`config.mk`:
```
export PLATFORM = sky130hd
export DESIGN_NAME = resv_monitor
export DESIGN_NICKNAME = d
export VERILOG_FILES = /design/src/rtl/resv_pkg.sv /design/src/rtl/resv_slot.sv /design/src/rtl/resv_fail_ctr.sv /design/src/rtl/resv_monitor.sv
export SDC_FILE = /design/constraint.sdc
export NUM_CORES = 1
export LEC_CHECK = 0
export BUFFER_PORTS_ARGS = -buffer_cell sky130_fd_sc_hd__buf_2
export CORE_ASPECT_RATIO = 0.9
export CORE_MARGIN = 1
export CORE_UTILIZATION = 25
export CTS_CLUSTER_DIAMETER = 30
export DETAILED_ROUTE_END_ITERATION = 8
export PLACE_DENSITY = 0.51
export SLEW_MARGIN = 10
export SYNTH_ARGS = -nofsm -noshare
export SYNTH_HDL_FRONTEND = slang
export SYNTH_HIERARCHICAL = 1
export SYNTH_SLANG_ARGS = --single-unit
```
`constraint.sdc`:
```
create_clock -name clk -period 3.6 [get_ports clk]
set_input_delay 0.54 -clock clk [delete_from_list [all_inputs] [get_ports clk]]
set_output_delay 0.54 -clock clk [all_outputs]
set_load 0.1 [all_outputs]
```
`src/rtl/resv_pkg.sv`:
```
package resv_pkg;
  typedef enum logic [1:0] {
    KIND_LOAD   = 2'd0,
    KIND_LOCKED = 2'd1,
    KIND_STORE  = 2'd2,
    KIND_COND   = 2'd3
  } req_kind_e;

  localparam logic [1:0] CODE_FAIL    = 2'd0;
  localparam logic [1:0] CODE_HELD    = 2'd1;
  localparam logic [1:0] CODE_UNCACHE = 2'd2;
endpackage

```
`src/rtl/resv_slot.sv`:
```
module resv_slot #(
  parameter int GRAN_W = 36
) (
  input  logic              clk,
  input  logic              rst,
  input  logic              set_en,
  input  logic              drop_own,
  input  logic              snoop_en,
  input  logic [GRAN_W-1:0] req_gran,
  output logic              armed,
  output logic              match
);
  logic [GRAN_W-1:0] held_gran;

  assign match = (held_gran == req_gran);

  always_ff @(posedge clk) begin
    if (rst) begin
      armed     <= 1'b0;
      held_gran <= '0;
    end else if (set_en) begin
      armed     <= 1'b1;
      held_gran <= req_gran;
    end else if (drop_own || (snoop_en && match)) begin
      armed <= 1'b0;
    end
  end

  // a locked load arms the slot with its granule
  p_lock_set_r1: assert property (@(posedge clk) disable iff (rst)
    set_en |=> (armed && held_gran == $past(req_gran)));
  // a matching proceeding store disarms the slot
  p_snoop_clear_r6: assert property (@(posedge clk) disable iff (rst)
    (snoop_en && match && !set_en) |=> !armed);
  // a failing conditional disarms its own slot
  p_own_drop_r4: assert property (@(posedge clk) disable iff (rst)
    (drop_own && !set_en) |=> !armed);
endmodule

```
`src/rtl/resv_fail_ctr.sv`:
```
module resv_fail_ctr #(
  parameter int WARN_PERIOD = 100000
) (
  input  logic clk,
  input  logic rst,
  input  logic fail_inc,
  input  logic run_clear,
  output logic wrap
);
  localparam int CNT_W = (WARN_PERIOD > 1) ? $clog2(WARN_PERIOD) : 1;
  localparam logic [CNT_W-1:0] LAST = CNT_W'(WARN_PERIOD - 1);

  logic [CNT_W-1:0] cnt;

  assign wrap = fail_inc && (cnt == LAST);

  always_ff @(posedge clk) begin
    if (rst || run_clear) cnt <= '0;
    else if (fail_inc)    cnt <= wrap ? '0 : cnt + 1'b1;
  end

  // the run position never leaves its period
  p_cnt_range_r7: assert property (@(posedge clk) disable iff (rst)
    cnt <= LAST);
  // a proceeding conditional restarts the run
  p_run_clear_r7: assert property (@(posedge clk) disable iff (rst)
    run_clear |=> (cnt == '0));
endmodule

```
`src/rtl/resv_monitor.sv`:
```
module resv_monitor
  import resv_pkg::*;
#(
  parameter int NUM_CPU     = 4,
  parameter int ADDR_W      = 40,
  parameter int GRAN_BITS   = 4,
  parameter int WARN_PERIOD = 100000,
  localparam int CPU_W      = (NUM_CPU > 1) ? $clog2(NUM_CPU) : 1
) (
  input  logic              clk,
  input  logic              rst,
  input  logic              req_valid,
  input  logic [CPU_W-1:0]  req_cpu,
  input  logic [ADDR_W-1:0] req_addr,
  input  logic [1:0]        req_kind,
  input  logic              req_uncached,
  output logic              rsp_valid,
  output logic [1:0]        rsp_code,
  output logic              rsp_stored,
  output logic              warn_valid,
  output logic [CPU_W-1:0]  warn_cpu
);
  localparam int GRAN_W = ADDR_W - GRAN_BITS;

  logic [GRAN_W-1:0]  req_gran;
  logic               unused_low_bits;
  logic [NUM_CPU-1:0] sel, armed, match, wrap;
  logic               is_locked, is_store, is_cond;
  logic               own_armed, own_match, own_wrap;
  logic               cond_ok, cond_fail, proceed;

  assign req_gran        = req_addr[ADDR_W-1:GRAN_BITS];
  assign unused_low_bits = ^req_addr[GRAN_BITS-1:0];

  assign is_locked = req_valid && (req_kind == KIND_LOCKED);
  assign is_store  = req_valid && (req_kind == KIND_STORE);
  assign is_cond   = req_valid && (req_kind == KIND_COND);

  assign own_armed = |(sel & armed);
  assign own_match = |(sel & match);
  assign own_wrap  = |(sel & wrap);

  assign cond_ok   = is_cond && (req_uncached || (own_armed && own_match));
  assign cond_fail = is_cond && !cond_ok;
  assign proceed   = is_store || cond_ok;

  for (genvar i = 0; i < NUM_CPU; i++) begin : g_cpu
    assign sel[i] = req_valid && (req_cpu == CPU_W'(i));

    resv_slot #(.GRAN_W(GRAN_W)) u_slot (
      .clk      (clk),
      .rst      (rst),
      .set_en   (is_locked && sel[i]),
      .drop_own (cond_fail && sel[i]),
      .snoop_en (proceed),
      .req_gran (req_gran),
      .armed    (armed[i]),
      .match    (match[i])
    );

    resv_fail_ctr #(.WARN_PERIOD(WARN_PERIOD)) u_ctr (
      .clk       (clk),
      .rst       (rst),
      .fail_inc  (cond_fail && sel[i]),
      .run_clear (cond_ok && sel[i]),
      .wrap      (wrap[i])
    );
  end

  always_ff @(posedge clk) begin
    if (rst) begin
      rsp_valid  <= 1'b0;
      rsp_code   <= CODE_FAIL;
      rsp_stored <= 1'b0;
      warn_valid <= 1'b0;
      warn_cpu   <= '0;
    end else begin
      rsp_valid  <= is_cond;
      rsp_code   <= req_uncached ? CODE_UNCACHE : (own_armed ? CODE_HELD : CODE_FAIL);
      rsp_stored <= cond_ok;
      warn_valid <= own_wrap;
      warn_cpu   <= req_cpu;
    end
  end

  // answers only follow a store-conditional one cycle earlier
  p_rsp_timing_r9: assert property (@(posedge clk) disable iff (rst)
    rsp_valid |-> $past(req_valid && req_kind == KIND_COND));
  // no answer carries the unused code 3
  p_code_legal_r3: assert property (@(posedge clk) disable iff (rst)
    rsp_valid |-> (rsp_code != 2'd3));
  // uncacheable conditionals always proceed with code 2
  p_uncache_r5: assert property (@(posedge clk) disable iff (rst)
    (rsp_valid && $past(req_uncached)) |-> (rsp_code == CODE_UNCACHE && rsp_stored));
  // a warning only accompanies a failed cacheable conditional
  p_warn_src_r8: assert property (@(posedge clk) disable iff (rst)
    warn_valid |-> (rsp_valid && !rsp_stored && warn_cpu == $past(req_cpu)));
  // a stored conditional reported the slot as held or uncacheable
  p_stored_code_r3: assert property (@(posedge clk) disable iff (rst)
    (rsp_valid && rsp_stored) |-> (rsp_code != CODE_FAIL));
endmodule

```
Word-level counts from Yosys, hierarchy flattened. Cells that the tools add are included.

Word-level logic and storage cells: 103. Output and inout port bits: 7. Bits of input ports: 48. Register bits: 223.

Eq/ne operators: 14. Bitwise logic cells: 3. $add $sub $neg: 4. Reduce and logical (&&, ||, !) cells: 50. Muxes and demuxes: 14.

Operator list (number): $eq A36 B36 Y1 (4); $add A17 B1 Y17 const B (4); $eq A17 B17 Y1 const B (4); $mux W17 (4); $logic_and A1 B1 Y1 (30); $and A4 B4 Y4 (3); $reduce_or A4 Y1 (3); $logic_or A1 B1 Y1 (10); $mux W1 (9); $eq A2 B2 Y1 const B (4); $reduce_bool A2 Y1 (4); $eq A2 B1 Y1 const B (2); $logic_not A2 Y1 (1); $mux W2 (1); $reduce_or A2 Y1 (1); $logic_not A1 Y1 (1).

Longest topological paths before layout. Gate-level depths: netlist of the first run.

Word-level depth: 13. Gate-level depth with buffers: 14. Mapped depth without buffers: 13.

Modules after synthesis. The synthesis of the first run kept the hierarchy.

Modules (own cells, without submodules): resv_slot (cells each 170, instances 4, seq. area each 740.7 um^2, area an instance 1690.4 um^2); resv_fail_ctr (cells each 95, instances 4, seq. area each 340.3 um^2, area an instance 838.3 um^2); resv_monitor (cells each 48, instances 1, seq. area each 140.1 um^2, area an instance 419.2 um^2).

Worst setup path before layout of the first run. Ideal clock, no wire load.

Path kind: input to register. From: in req_addr[30]. To: reg warn_valid. Setup time: 115 ps. Data arrival time: 2980 ps. Stages on the path: 14. Setup slack: 504 ps. Data required time: 3485 ps. Path buffers: 1. Cell sequence: xor2_1 nor4_1 nand3_1 nor3_2 mux2i_1 o22a_1 o21bai_1 nor2_1 buf_2 and4_1 nand4_1 nor2_1 mux4_1 and3b_1.

Word-level cells in the longest chain between the ends: 12. Elaborated cells between the ends (all ways): 21. Those cells by class: 4 x eq/ne; 2 x bitwise; 15 x reduce/logical.

RTL lines: from (decl) (line resv_monitor.sv:14) `input logic [ADDR_W-1:0] req_addr,`; $eq A36 B36 Y1 (line resv_slot.sv:15) `assign match = (held_gran == req_gran);`; net match[3] (line resv_monitor.sv:27) `logic [NUM_CPU-1:0] sel, armed, match, wrap;`; $and A4 B4 Y4 (line resv_monitor.sv:40) `assign own_match = |(sel & match);`; $reduce_or A4 Y1 (line resv_monitor.sv:40); $logic_and A1 B1 Y1 (line resv_monitor.sv:43) `assign cond_ok = is_cond && (req_uncached || (own_armed && own_match));`; $logic_or A1 B1 Y1 (line resv_monitor.sv:43); $logic_and A1 B1 Y1 (line resv_monitor.sv:43); $logic_not A1 Y1 (line resv_monitor.sv:44) `assign cond_fail = is_cond && !cond_ok;`; $logic_and A1 B1 Y1 (line resv_monitor.sv:44); $logic_and A1 B1 Y1 (line resv_monitor.sv:64) `.fail_inc (cond_fail && sel[i]),`; $logic_and A1 B1 Y1 (line resv_fail_ctr.sv:15) `assign wrap = fail_inc && (cnt == LAST);`; net wrap[1] (line resv_monitor.sv:27); $and A4 B4 Y4 (line resv_monitor.sv:41) `assign own_wrap = |(sel & wrap);`; $reduce_or A4 Y1 (line resv_monitor.sv:41); to (signal assigned) (line resv_monitor.sv:81) `warn_valid <= own_wrap;`; to (decl) (line resv_monitor.sv:20) `output logic warn_valid,`.

The timed path passes the listed nets, and every way through them passes these cells. A chain may end at the register's enable or synchronous reset.

Final worst setup path of the first run.
From: reg g_cpu[0].u_slot.held_gran[10]. To: reg warn_valid.

Word-level cells in the longest chain between the ends: 12. Elaborated cells between the ends (all ways): 18. Those cells by class: 1 x eq/ne; 2 x bitwise; 15 x reduce/logical.

RTL lines: from (decl) (line resv_slot.sv:13) `logic [GRAN_W-1:0] held_gran;`; from (signal assigned) (line resv_slot.sv:23) `held_gran <= req_gran;`; $eq A36 B36 Y1 (line resv_slot.sv:15); net match[0] (line resv_monitor.sv:27); $and A4 B4 Y4 (line resv_monitor.sv:40); $reduce_or A4 Y1 (line resv_monitor.sv:40); $logic_and A1 B1 Y1 (line resv_monitor.sv:43); $logic_or A1 B1 Y1 (line resv_monitor.sv:43); $logic_and A1 B1 Y1 (line resv_monitor.sv:43); $logic_not A1 Y1 (line resv_monitor.sv:44); $logic_and A1 B1 Y1 (line resv_monitor.sv:44); $logic_and A1 B1 Y1 (line resv_monitor.sv:64); $logic_and A1 B1 Y1 (line resv_fail_ctr.sv:15); net wrap[0] (line resv_monitor.sv:27); $and A4 B4 Y4 (line resv_monitor.sv:41); $reduce_or A4 Y1 (line resv_monitor.sv:41).

The timed path passes the listed nets, and every way through them passes these cells.

==> impl_metrics.ini, run 1 <==
[run_status]
status = finished clean

[power]
power.density_mw_per_mm2 = 508
leakage_nw = 5.08
peakVddDrop_v = 0.000381

[critical_path]
arrival_ns = 3.80
crit_chain = xor2_1 > nor4_1 > buf_4 > nand4_1 > buf_4 > nor3_2 > mux2i_1 > o22a_1 > o21bai_1 > buf_4 > nor2_1 > and4_1 > nand4_1 > nor2_1 > mux4_1 > and3b_1
cp_slowest_stage_delay_ns = 0.47
worst-path-buf-inv = 3
cpMostUsedCell = buf_4
crit_family = simple AND/OR/NAND/NOR gates
critical-path-slowest-cell = mux4_1
critPathMaxFanout = 3
critical_path_class = reg -> reg
worstPathRequired_ns = 4.03
startpoint_type = register
cp-end-kind = register

[grt]
antenna_found_initial = 6
grt_overflow_total = 0
grt_use_total_pct = 11.3
grt_pass1_wl_um = 39400
grt_max_degree = 121
first_global_vias = 7681

[yosys]
synth_seq_cells = 223
yosysSeqAreaShare_pct = 42.4
synth_edf_count = 0
synth_nets = 1160
synth_cell_types = 40
async_reset_ff_share_pct = 0
synth_area_per_cell_um2 = 9.51
ys_top_cells_by_count = 223 x dfxtp_1, 223 x nor2_1, 160 x xor2_1
ys_warn_count = 6
synth_flop_cell = dfxtp_1
synth_area_leaders = dfxtp_1 42%, mux2i_1 14%, xor2_1 13%
syn-instance-count = 1108
yosysTopAreaCellShare_pct = 42.4
synth.largest_area_cell = dfxtp_1
netlist_area_mm2 = 0.0105

[clocking]
hold_buffers = 0
cts_tree = built
insertion_delay_ns = 0.55
numCtsBuffers = 43
cts_max_level = 2
path_clk_slew_ns = 0.05
cts-root-buf = clkbuf_16
post_cts_buffers = 0
max-clock-path-buffers = 3
clock-sinks = 223
post_cts_resized = 0

[routing]
drc = 0
drt_iter0_drc = 385
routed_wl_um = 24200
drtPass1Iterations = 5
wl_per_cell_um = 13.4
dr_total_vias = 7900
ant_nets = 0
vias_per_cell = 4.37

[placement]
hpwlAfterDp_um = 15800
place_ws_ns = -0.222
place.gp.congestion = 0.763
io_buffers = 50

[floorplanning]
dieArea_mm2 = 0.0430
start_util_pct = 25.6
core_area_mm2 = 0.0411
fp-row-count = 70
ios = 55
die_x_um = 218
die_h_um = 197

[sta]
final_hold_viol_count = 0
rsz0062_at_grt = false
worst_pin_slew_ns = 0.743
slew_headroom_pct = 50.5
finalMaxSlewViolations = 0
finalSetupViolations = 0
fin_skew_ns = 0.0246
finalCriticalPeriod_ns = 3.37
whs_ns = 0.282
layout_setup_ws_ns = 0.230
fmax_mhz = 297
period_share_pct = 93.6

[final_layout]
post-route-util_pct = 32.6
drive_gt1_share_pct = 18.9
fin_nets = 1286
fill_cells = 4236
area.growth.synth_to_final_pct = 27.2

[min_path]
hold_class = in -> reg

[run]
cap_violations = 0
==> power by group <==
group	internal (mW)	switching (mW)	total (mW)	leakage (nW)
logic	0.136	0.213	0.349	2.57
registers	2.50	0.0148	2.51	1.80
clock network	2.56	1.38	3.94	0.707
==> cell usage in the layout, fill, tap and decap left out, drive strengths merged, types with 2 or more instances in the layout <==
cell and count:
a211oi 4, a21boi 8, a21oi 9, and4 4
and4bb 4, buf 126, bufinv 2, clkbuf 55
clkinv 11, clkinvlp 6, dfxtp 223, diode 2
ha 4, inv 17, mux2i 148, nand2 26
nand2b 10, nand3 18, nand4 36, nor2 223
nor2b 10, nor3 21, nor4 60, nor4b 4
o211ai 4, o21ai 8, o22a 2, o31ai 4
or2 5, or3 7, or4 4, xnor2 40
xor2 160
==> kinds of logic (layout without fill, tap and decap cells) <==
group           Yosys count  after routing  synth area share (%)
simple gates            433            433                  20.8
xor+xnor                200            200                  16.6
other cells               0              2                     0
mux                     149            149                  14.3
compound gates           41             41                  2.95
flops                   223            223                  42.4
fa+ha+maj                 4              4                 0.475
buf+inv                  58            217                  2.42
==> worst paths after layout <==
path	start	to	slack, ns	cells past startpoint
max	g_cpu[0].u_slot/held_gran[10]	warn_valid	0.23	16
min	req_uncached	rsp_code[0]	0.28	2
max reg2reg	g_cpu[0].u_slot/held_gran[10]	warn_valid	0.23	16
min reg2reg	g_cpu[2].u_ctr/cnt[16]	g_cpu[2].u_ctr/cnt[16]	0.49	2
==> layout make-up <==
cell class                 count  area, µm²  share of cell area (%)
inverter                      13       48.8                   0.364
sequential                   223       4460                    33.3
tap                          540        676                    5.04
multi-input combinational    827       5850                    43.7
antenna                        2       5.00                  0.0374
clock buffer                  55       1220                    9.12
clock inverter                23        244                    1.82
timing repair buffer         126        886                    6.61
==> metal layers <==
metal | routed length (µm) | track usage, % | share of wire (%)
met1 | 11600 | 14.7 | 48
met2 | 10800 | 18.0 | 45
met3 | 1340 | 3.63 | 5.5
met4 | 434 | 3.21 | 1.8
met5 | 52 | 0 | 0.22
==> per-stage QoR <==
| step | cells | TNS, ns | power, mW | area [µm²] |
|---|---|---|---|---|
| finish | 1809 | 0 | 6.80 | 13400 |
| floorplan | 1108 | 0 | 2.75 | 10500 |
| global route | 1807 | 0 | 7.09 | 13400 |
| CTS | 1807 | 0 | 6.94 | 13400 |
| global placement | 1729 | -0.203 | 2.91 | 11900 |
| detailed placement | 1729 | -0.224 | 2.91 | 11900 |
==> state kept, by name, summed over array words and instances (netlist names) <==
register / flops
g_cpu.u_slot/armed: 4
rsp_code: 2
g_cpu.u_ctr/cnt: 68
warn_cpu: 2
rsp_stored: 1
rsp_valid: 1
g_cpu.u_slot/held_gran: 144
warn_valid: 1
No activity file was read; power rests on OpenSTA's default activity.
==> inputs of run 2 (changes only) <==
--- a/config.mk
+++ b/config.mk
@@ -5,11 +5,13 @@
 export SDC_FILE = /design/constraint.sdc
 export NUM_CORES = 1
 export LEC_CHECK = 0
+export ABC_AREA = 1
 export BUFFER_PORTS_ARGS = -buffer_cell sky130_fd_sc_hd__buf_2
 export CORE_ASPECT_RATIO = 0.9
 export CORE_MARGIN = 1
 export CORE_UTILIZATION = 25
 export CTS_CLUSTER_DIAMETER = 30
+export CTS_CLUSTER_SIZE = 20
 export DETAILED_ROUTE_END_ITERATION = 8
 export PLACE_DENSITY = 0.51
 export SLEW_MARGIN = 10
==> run 2 against run 1 <==
  * Clock power increased by 38%
  * First-iteration DRC count increased by 46%
  * Final cell count rose by 36%
  * Non-clock buffer count decreased by 66
  * Routed wire length rose by 24%
  * Critical path type unchanged
  * Highest routed layer unchanged
==> impl_metrics.ini, run 2 <==
[run_status]
status = finished clean

[routing]
ant_nets = 0
drc = 0
drt_iter0_drc = 562
vias_per_cell = 4.32
drtPass1Iterations = 7
dr_total_vias = 10600
wl_per_cell_um = 12.2
routed_wl_um = 29900

[clocking]
cts_max_level = 2
insertion_delay_ns = 0.57
cts-root-buf = clkbuf_16
clock-sinks = 223
hold_buffers = 0
path_clk_slew_ns = 0.04
post_cts_buffers = 0
max-clock-path-buffers = 3
cts_tree = built
post_cts_resized = 0
numCtsBuffers = 59

[placement]
hpwlAfterDp_um = 20000
io_buffers = 50
place_ws_ns = 0.366
place.gp.congestion = 0.806

[final_layout]
area.growth.synth_to_final_pct = 25.1
drive_gt1_share_pct = 13.6
mostFrequentLayoutCell = nand2_1
post-route-util_pct = 32.0
largest_reg_flops = 144
fin_nets = 1851
final_cell_mix = 510 x nand2_1, 230 x nor2_1, 223 x dfxtp_1
regMostFlops = g_cpu.u_slot/held_gran
top_regs = g_cpu.u_slot/held_gran x144, g_cpu.u_ctr/cnt x68, g_cpu.u_slot/armed x4

[yosys]
synth_area_per_cell_um2 = 6.76
synth_nets = 1784
yosysMostFrequentCell = nand2_1
yosysSeqAreaShare_pct = 38.2
netlist_area_mm2 = 0.0117
syn-instance-count = 1732
synth.largest_area_cell = dfxtp_1
ys_top_cells_by_count = 510 x nand2_1, 234 x nor2_1, 223 x dfxtp_1
synth_edf_count = 0
synth_seq_cells = 223
synth_cell_types = 29
synth_flop_cell = dfxtp_1
async_reset_ff_share_pct = 0
yosysTopAreaCellShare_pct = 38.2
synth_area_leaders = dfxtp_1 38%, nand2_1 16%, nor2_1 7.5%
ys_warn_count = 6

[floorplanning]
core_area_mm2 = 0.0457
fp-row-count = 74
start_util_pct = 25.6
dieArea_mm2 = 0.0477
die_h_um = 207
ios = 55
die_x_um = 230

[sta]
layout_setup_ws_ns = 0.754
slew_headroom_pct = 49.2
final_hold_viol_count = 0
rsz0062_at_grt = false
fin_skew_ns = 0.0242
setup_tns_ns = 0
worst_pin_slew_ns = 0.763
finalSetupViolations = 0
finalCriticalPeriod_ns = 2.85
fmax_mhz = 351
finalMaxSlewViolations = 0
period_share_pct = 79.0

[power]
power.density_mw_per_mm2 = 568
leakage_nw = 5.58
finalPower_mw = 8.31
peakVddDrop_v = 0.000352

[critical_path]
r2r-start = g_cpu[3].u_slot/held_gran[21]
crit_chain = inv_1 > nand2_1 > nand2_1 > nand2_1 > nor2_1 > nand2_1 > nor2_1 > and3_1 > inv_1 > nor2_1 > nor2_1 > nand2_1 > nand2_1 > nand3_1 > nor2_1 > buf_4 > inv_2 > nor2_1 > nand3_1 > nor2_1 > nand2_2 > nand2_4 > o21bai_1
cpMostUsedCell = nor2_1
worstPathRequired_ns = 4.05
critical-path-slowest-cell = dfxtp_1
reg2reg_to = g_cpu[1].u_ctr/cnt[0]
cp-end-kind = register
cp_slowest_stage_delay_ns = 0.35
arrival_ns = 3.30
startpoint_type = register
rrSetupSlack_ns = 0.75
critical_path_class = reg -> reg
rr_worst_depth = 23
critPathMaxFanout = 8

[grt]
grt_max_degree = 149
first_global_vias = 10100
antenna_found_initial = 5
grt_use_total_pct = 12.5
grt_pass1_wl_um = 49600
grt_overflow_total = 0

[min_path]
hold_class = in -> reg
hold_path_depth = 3
min_from = req_uncached
hold_end = rsp_code[1]

[run]
cap_violations = 0
## run 2: where the power goes
group          switching [mW]  total, mW  internal (mW)
sequential             0.0111       2.51           2.50
combinational           0.242      0.350          0.108
clock                    1.61       5.45           3.85
total                    1.86       8.31           6.45
## run 2: cells by family after synthesis
| family | share of synthesized area (%) |
|---|---|
| AND/OR/NAND/NOR | 33.8 |
| buffers and inverters | 9.36 |
| flip-flops | 38.2 |
| AO/OA/AOI/OAI | 9.87 |
| XOR/XNOR | 8.38 |
| adder cells (fa/ha/maj) | 0.428 |
## run 2: worst max-delay path by stage
stage / start / to / slack [ns] / cells past startpoint
floorplan: req_addr[20] / warn_valid / 1.21 / 23
global placement: req_addr[25] / g_cpu[1].u_ctr/cnt[0] / 0.35 / 24
detailed placement: req_addr[16] / g_cpu[1].u_ctr/cnt[0] / 0.37 / 24
CTS: g_cpu[3].u_slot/held_gran[21] / g_cpu[1].u_ctr/cnt[0] / 0.71 / 23
global route: g_cpu[2].u_slot/held_gran[21] / g_cpu[1].u_ctr/cnt[13] / 0.49 / 23
finish: g_cpu[3].u_slot/held_gran[21] / g_cpu[1].u_ctr/cnt[0] / 0.75 / 23
## run 2: cell type report
| class | instances | area, µm² |
|---|---|---|
| Fill cell | 4956 | 31100 |
| Clock inverter | 38 | 499 |
| Timing Repair Buffer | 60 | 340 |
| Tap cell | 608 | 761 |
| Inverter | 211 | 792 |
| Antenna cell | 3 | 7.51 |
| Multi-Input combinational cell | 1244 | 6170 |
| Clock buffer | 71 | 1600 |
| Sequential cell | 223 | 4460 |
## run 2: worst max-delay path, delay by kind of cell, from the launching register on
kind,cells,cell delay [ns]
flops,1,0.35
buf+inv,4,0.38
simple gates,18,1.91
compound gates,1,0.07
## run 2: per-stage QoR
stage,instance area [µm²],cells,hold WS (ns)
5_1_grt,14600,2456,0.291
6_report,14600,2458,0.292
3_3_place_gp,12500,2346,0.460
3_5_place_dp,12500,2346,0.467
2_1_floorplan,11700,1732,0.451
4_1_cts,14600,2455,0.263
## run 2: per-layer routing
| layer | vias up | GRT usage, % | routed length (µm) |
|---|---|---|---|
| li1 | 5596 | - | - |
| met1 | 4744 | 16.9 | 14800 |
| met2 | 209 | 19.4 | 12800 |
| met3 | 52 | 2.98 | 1610 |
| met4 | 6 | 4.09 | 643 |
| met5 | - | 0 | 29 |
==> inputs of run 3 (changes only) <==
--- a/config.mk
+++ b/config.mk
@@ -5,7 +5,7 @@
 export SDC_FILE = /design/constraint.sdc
 export NUM_CORES = 1
 export LEC_CHECK = 0
-export ABC_AREA = 1
+export ABC_AREA = 0
 export BUFFER_PORTS_ARGS = -buffer_cell sky130_fd_sc_hd__buf_2
 export CORE_ASPECT_RATIO = 0.9
 export CORE_MARGIN = 1
==> constraint.sdc (replaced) <==
create_clock -name clk -period 2.96 [get_ports clk]
set_input_delay 0.444 -clock clk [delete_from_list [all_inputs] [get_ports clk]]
set_output_delay 0.444 -clock clk [all_outputs]
set_load 0.1 [all_outputs]
==> run 3 against run 2 <==
  * The run now ends with negative setup slack left
  * Combinational power increased by 33%
  * Via count decreased by 22%
  * Sequential share of layout area increased by 1.2 points
  * Cell area decreased by 3.7%
  * Final cell count decreased by 25%
  * Core utilization increased by 2.3 points
  * Clock skew decreased by 0.0044 ns
  * Power increased by 8.2%
  * Critical path depth decreased by 9
  * Largest cell class unchanged
==> impl_metrics.ini, run 3 (synthesis results as in run 1) <==
[routing]
drc = 0
routed_wl_um = 26500
wl_per_cell_um = 14.4
drt_iter0_drc = 474
drtPass1Iterations = 5
ant_nets = 0
dr_total_vias = 8229
vias_per_cell = 4.45

[sta]
rsz0062_at_grt = true
finalCriticalPeriod_ns = 3.21
fin_skew_ns = 0.0199
finalMaxSlewViolations = 0
slew_headroom_pct = 63.1
finalSetupViolations = 3
fmax_mhz = 312
final_hold_viol_count = 0
whs_ns = 0.187
period_share_pct = 108
setup_tns_ns = -0.250
worst_pin_slew_ns = 0.551
layout_setup_ws_ns = -0.247

[critical_path]
rrSetupSlack_ns = -0.25
r2r-start = g_cpu[3].u_slot/held_gran[7]
reg2reg_to = warn_valid
critPathMaxFanout = 4
cp-end-kind = register
worstPathRequired_ns = 3.37
critical_path_class = reg -> reg
rr_worst_depth = 14
arrival_ns = 3.62
startpoint_type = register

[clocking]
cts_max_level = 2
insertion_delay_ns = 0.54
clock-sinks = 223
hold_buffers = 0
cts-root-buf = clkbuf_16
numCtsBuffers = 47
cts_tree = built
max-clock-path-buffers = 3
path_clk_slew_ns = 0.04

[grt]
top_usage_layer = met2
grt_use_total_pct = 12.3
grt_overflow_total = 0
first_global_vias = 8140
antenna_found_initial = 8
grt_use_met3_pct = 3.64
grt_pass1_wl_um = 42800
grt_max_degree = 89
grtUsageMet2_pct = 18.9
use_met1_pct = 16.6

[min_path]
hold_path_depth = 2
hold_end = rsp_code[0]
min_from = req_uncached
hold_class = in -> reg

[final_layout]
top_regs = g_cpu.u_slot/held_gran x144, g_cpu.u_ctr/cnt x68, g_cpu.u_slot/armed x4
final_cell_mix = 219 x dfxtp_1, 214 x nor2_1, 160 x xor2_1
fill_cells = 4175
drive_gt1_share_pct = 23.5
fin_nets = 1321
largest_reg_flops = 144
regMostFlops = g_cpu.u_slot/held_gran
mostFrequentLayoutCell = dfxtp_1
area.growth.synth_to_final_pct = 33.9

[run_status]
violations = negative setup slack
status = finished, violations left

[floorplanning]
dieArea_mm2 = 0.0430
die_x_um = 218
ios = 55
fp-row-count = 70
start_util_pct = 25.6
core_area_mm2 = 0.0411
die_h_um = 197

[placement]
io_buffers = 50
hpwlAfterDp_um = 17000
place.gp.congestion = 0.788

[run]
cap_violations = 0

[power]
power.density_mw_per_mm2 = 638
peakVddDrop_v = 0.000436
leakage_nw = 5.40
==> run 3: changes by cell type in the layout (fill, tap and decap cells not counted), sizes merged, moves of 39 or more <==
cell and delta:
a21oi -111, nand3 -59, mux2i +148, nor4 +56, inv -196, xor2 +116
buf +93, nand2 -513, nor2 -39, a211oi -52
==> run 3: how the worst max path moves through the flow <==
stage                                       startpoint    endpoint  slack, ns  cells after the start
after floorplan                           req_addr[30]  warn_valid      0.002                     14
after global routing      g_cpu[3].u_slot/held_gran[7]  warn_valid      -0.40                     14
after CTS                 g_cpu[1].u_slot/held_gran[7]  warn_valid      -0.25                     14
after detailed placement                  req_addr[34]  warn_valid      -0.65                     14
after global placement                    req_addr[34]  warn_valid      -0.68                     14
final                     g_cpu[3].u_slot/held_gran[7]  warn_valid      -0.25                     14
==> run 3: stage by stage <==
stage          power, mW  utilization [%]  setup slack (ns)  std cells  area [µm²]
3_5_place_dp        3.56             29.2            -0.652       1738       12000
4_1_cts             9.11             33.8            -0.253       1838       13900
5_1_grt             9.33             34.3            -0.399       1845       14100
6_report            8.99             34.3            -0.247       1848       14100
3_3_place_gp        3.56             29.2            -0.680       1738       12000
2_1_floorplan       3.34                -           0.00192       1108       10500
==> run 3: layer usage <==
| layer | share of wire, % | wire length (µm) | vias up |
|---|---|---|---|
| met5 | 0.17 | 46 | - |
| met4 | 1.8 | 467 | 8 |
| met3 | 5.9 | 1560 | 53 |
| met2 | 44 | 11600 | 142 |
| met1 | 48 | 12800 | 3857 |
| li1 | - | - | 4169 |
==> run 3: layout make-up <==
cell class / instances / area [µm²] / share of cell area, %
Antenna cell: 3 / 7.51 / 0.0532
Clock buffer: 61 / 1340 / 9.50
Clock inverter: 24 / 329 / 2.33
Inverter: 13 / 48.8 / 0.346
Multi-Input combinational cell: 831 / 6100 / 43.2
Sequential cell: 223 / 4470 / 31.7
Tap cell: 540 / 676 / 4.79
Timing Repair Buffer: 153 / 1130 / 8.03
==> run 3: timing repair <==
item,CTS,global route
cloned,2,2
gates resized for setup,25,38
pin swaps,21,40
endpoints found under the setup margin,62,73
buffers inserted,14,6
==> run 3: power by group <==
| group | switching, mW | total (mW) | leakage (nW) | internal [mW] |
|---|---|---|---|---|
| Clock | 1.69 | 5.47 | 0.820 | 3.78 |
| Combinational | 0.282 | 0.464 | 2.78 | 0.181 |
| Sequential | 0.0191 | 3.06 | 1.80 | 3.04 |
| Total | 1.99 | 8.99 | 5.40 | 7.00 |
==> run 3: critical path: stages, from the launching register on <==
cell and delay (ns):
dfxtp_2 0.32, xor2_1 0.16, nor4_2 0.28, buf_4 0.15, nand4_1 0.17, nor3_2 0.25, mux2i_1 0.11, o22a_2 0.30
o21bai_4 0.29, nor2_2 0.06, and4_1 0.18, nand4_1 0.13, nor2_1 0.07, mux4_2 0.44, and3b_1 0.17
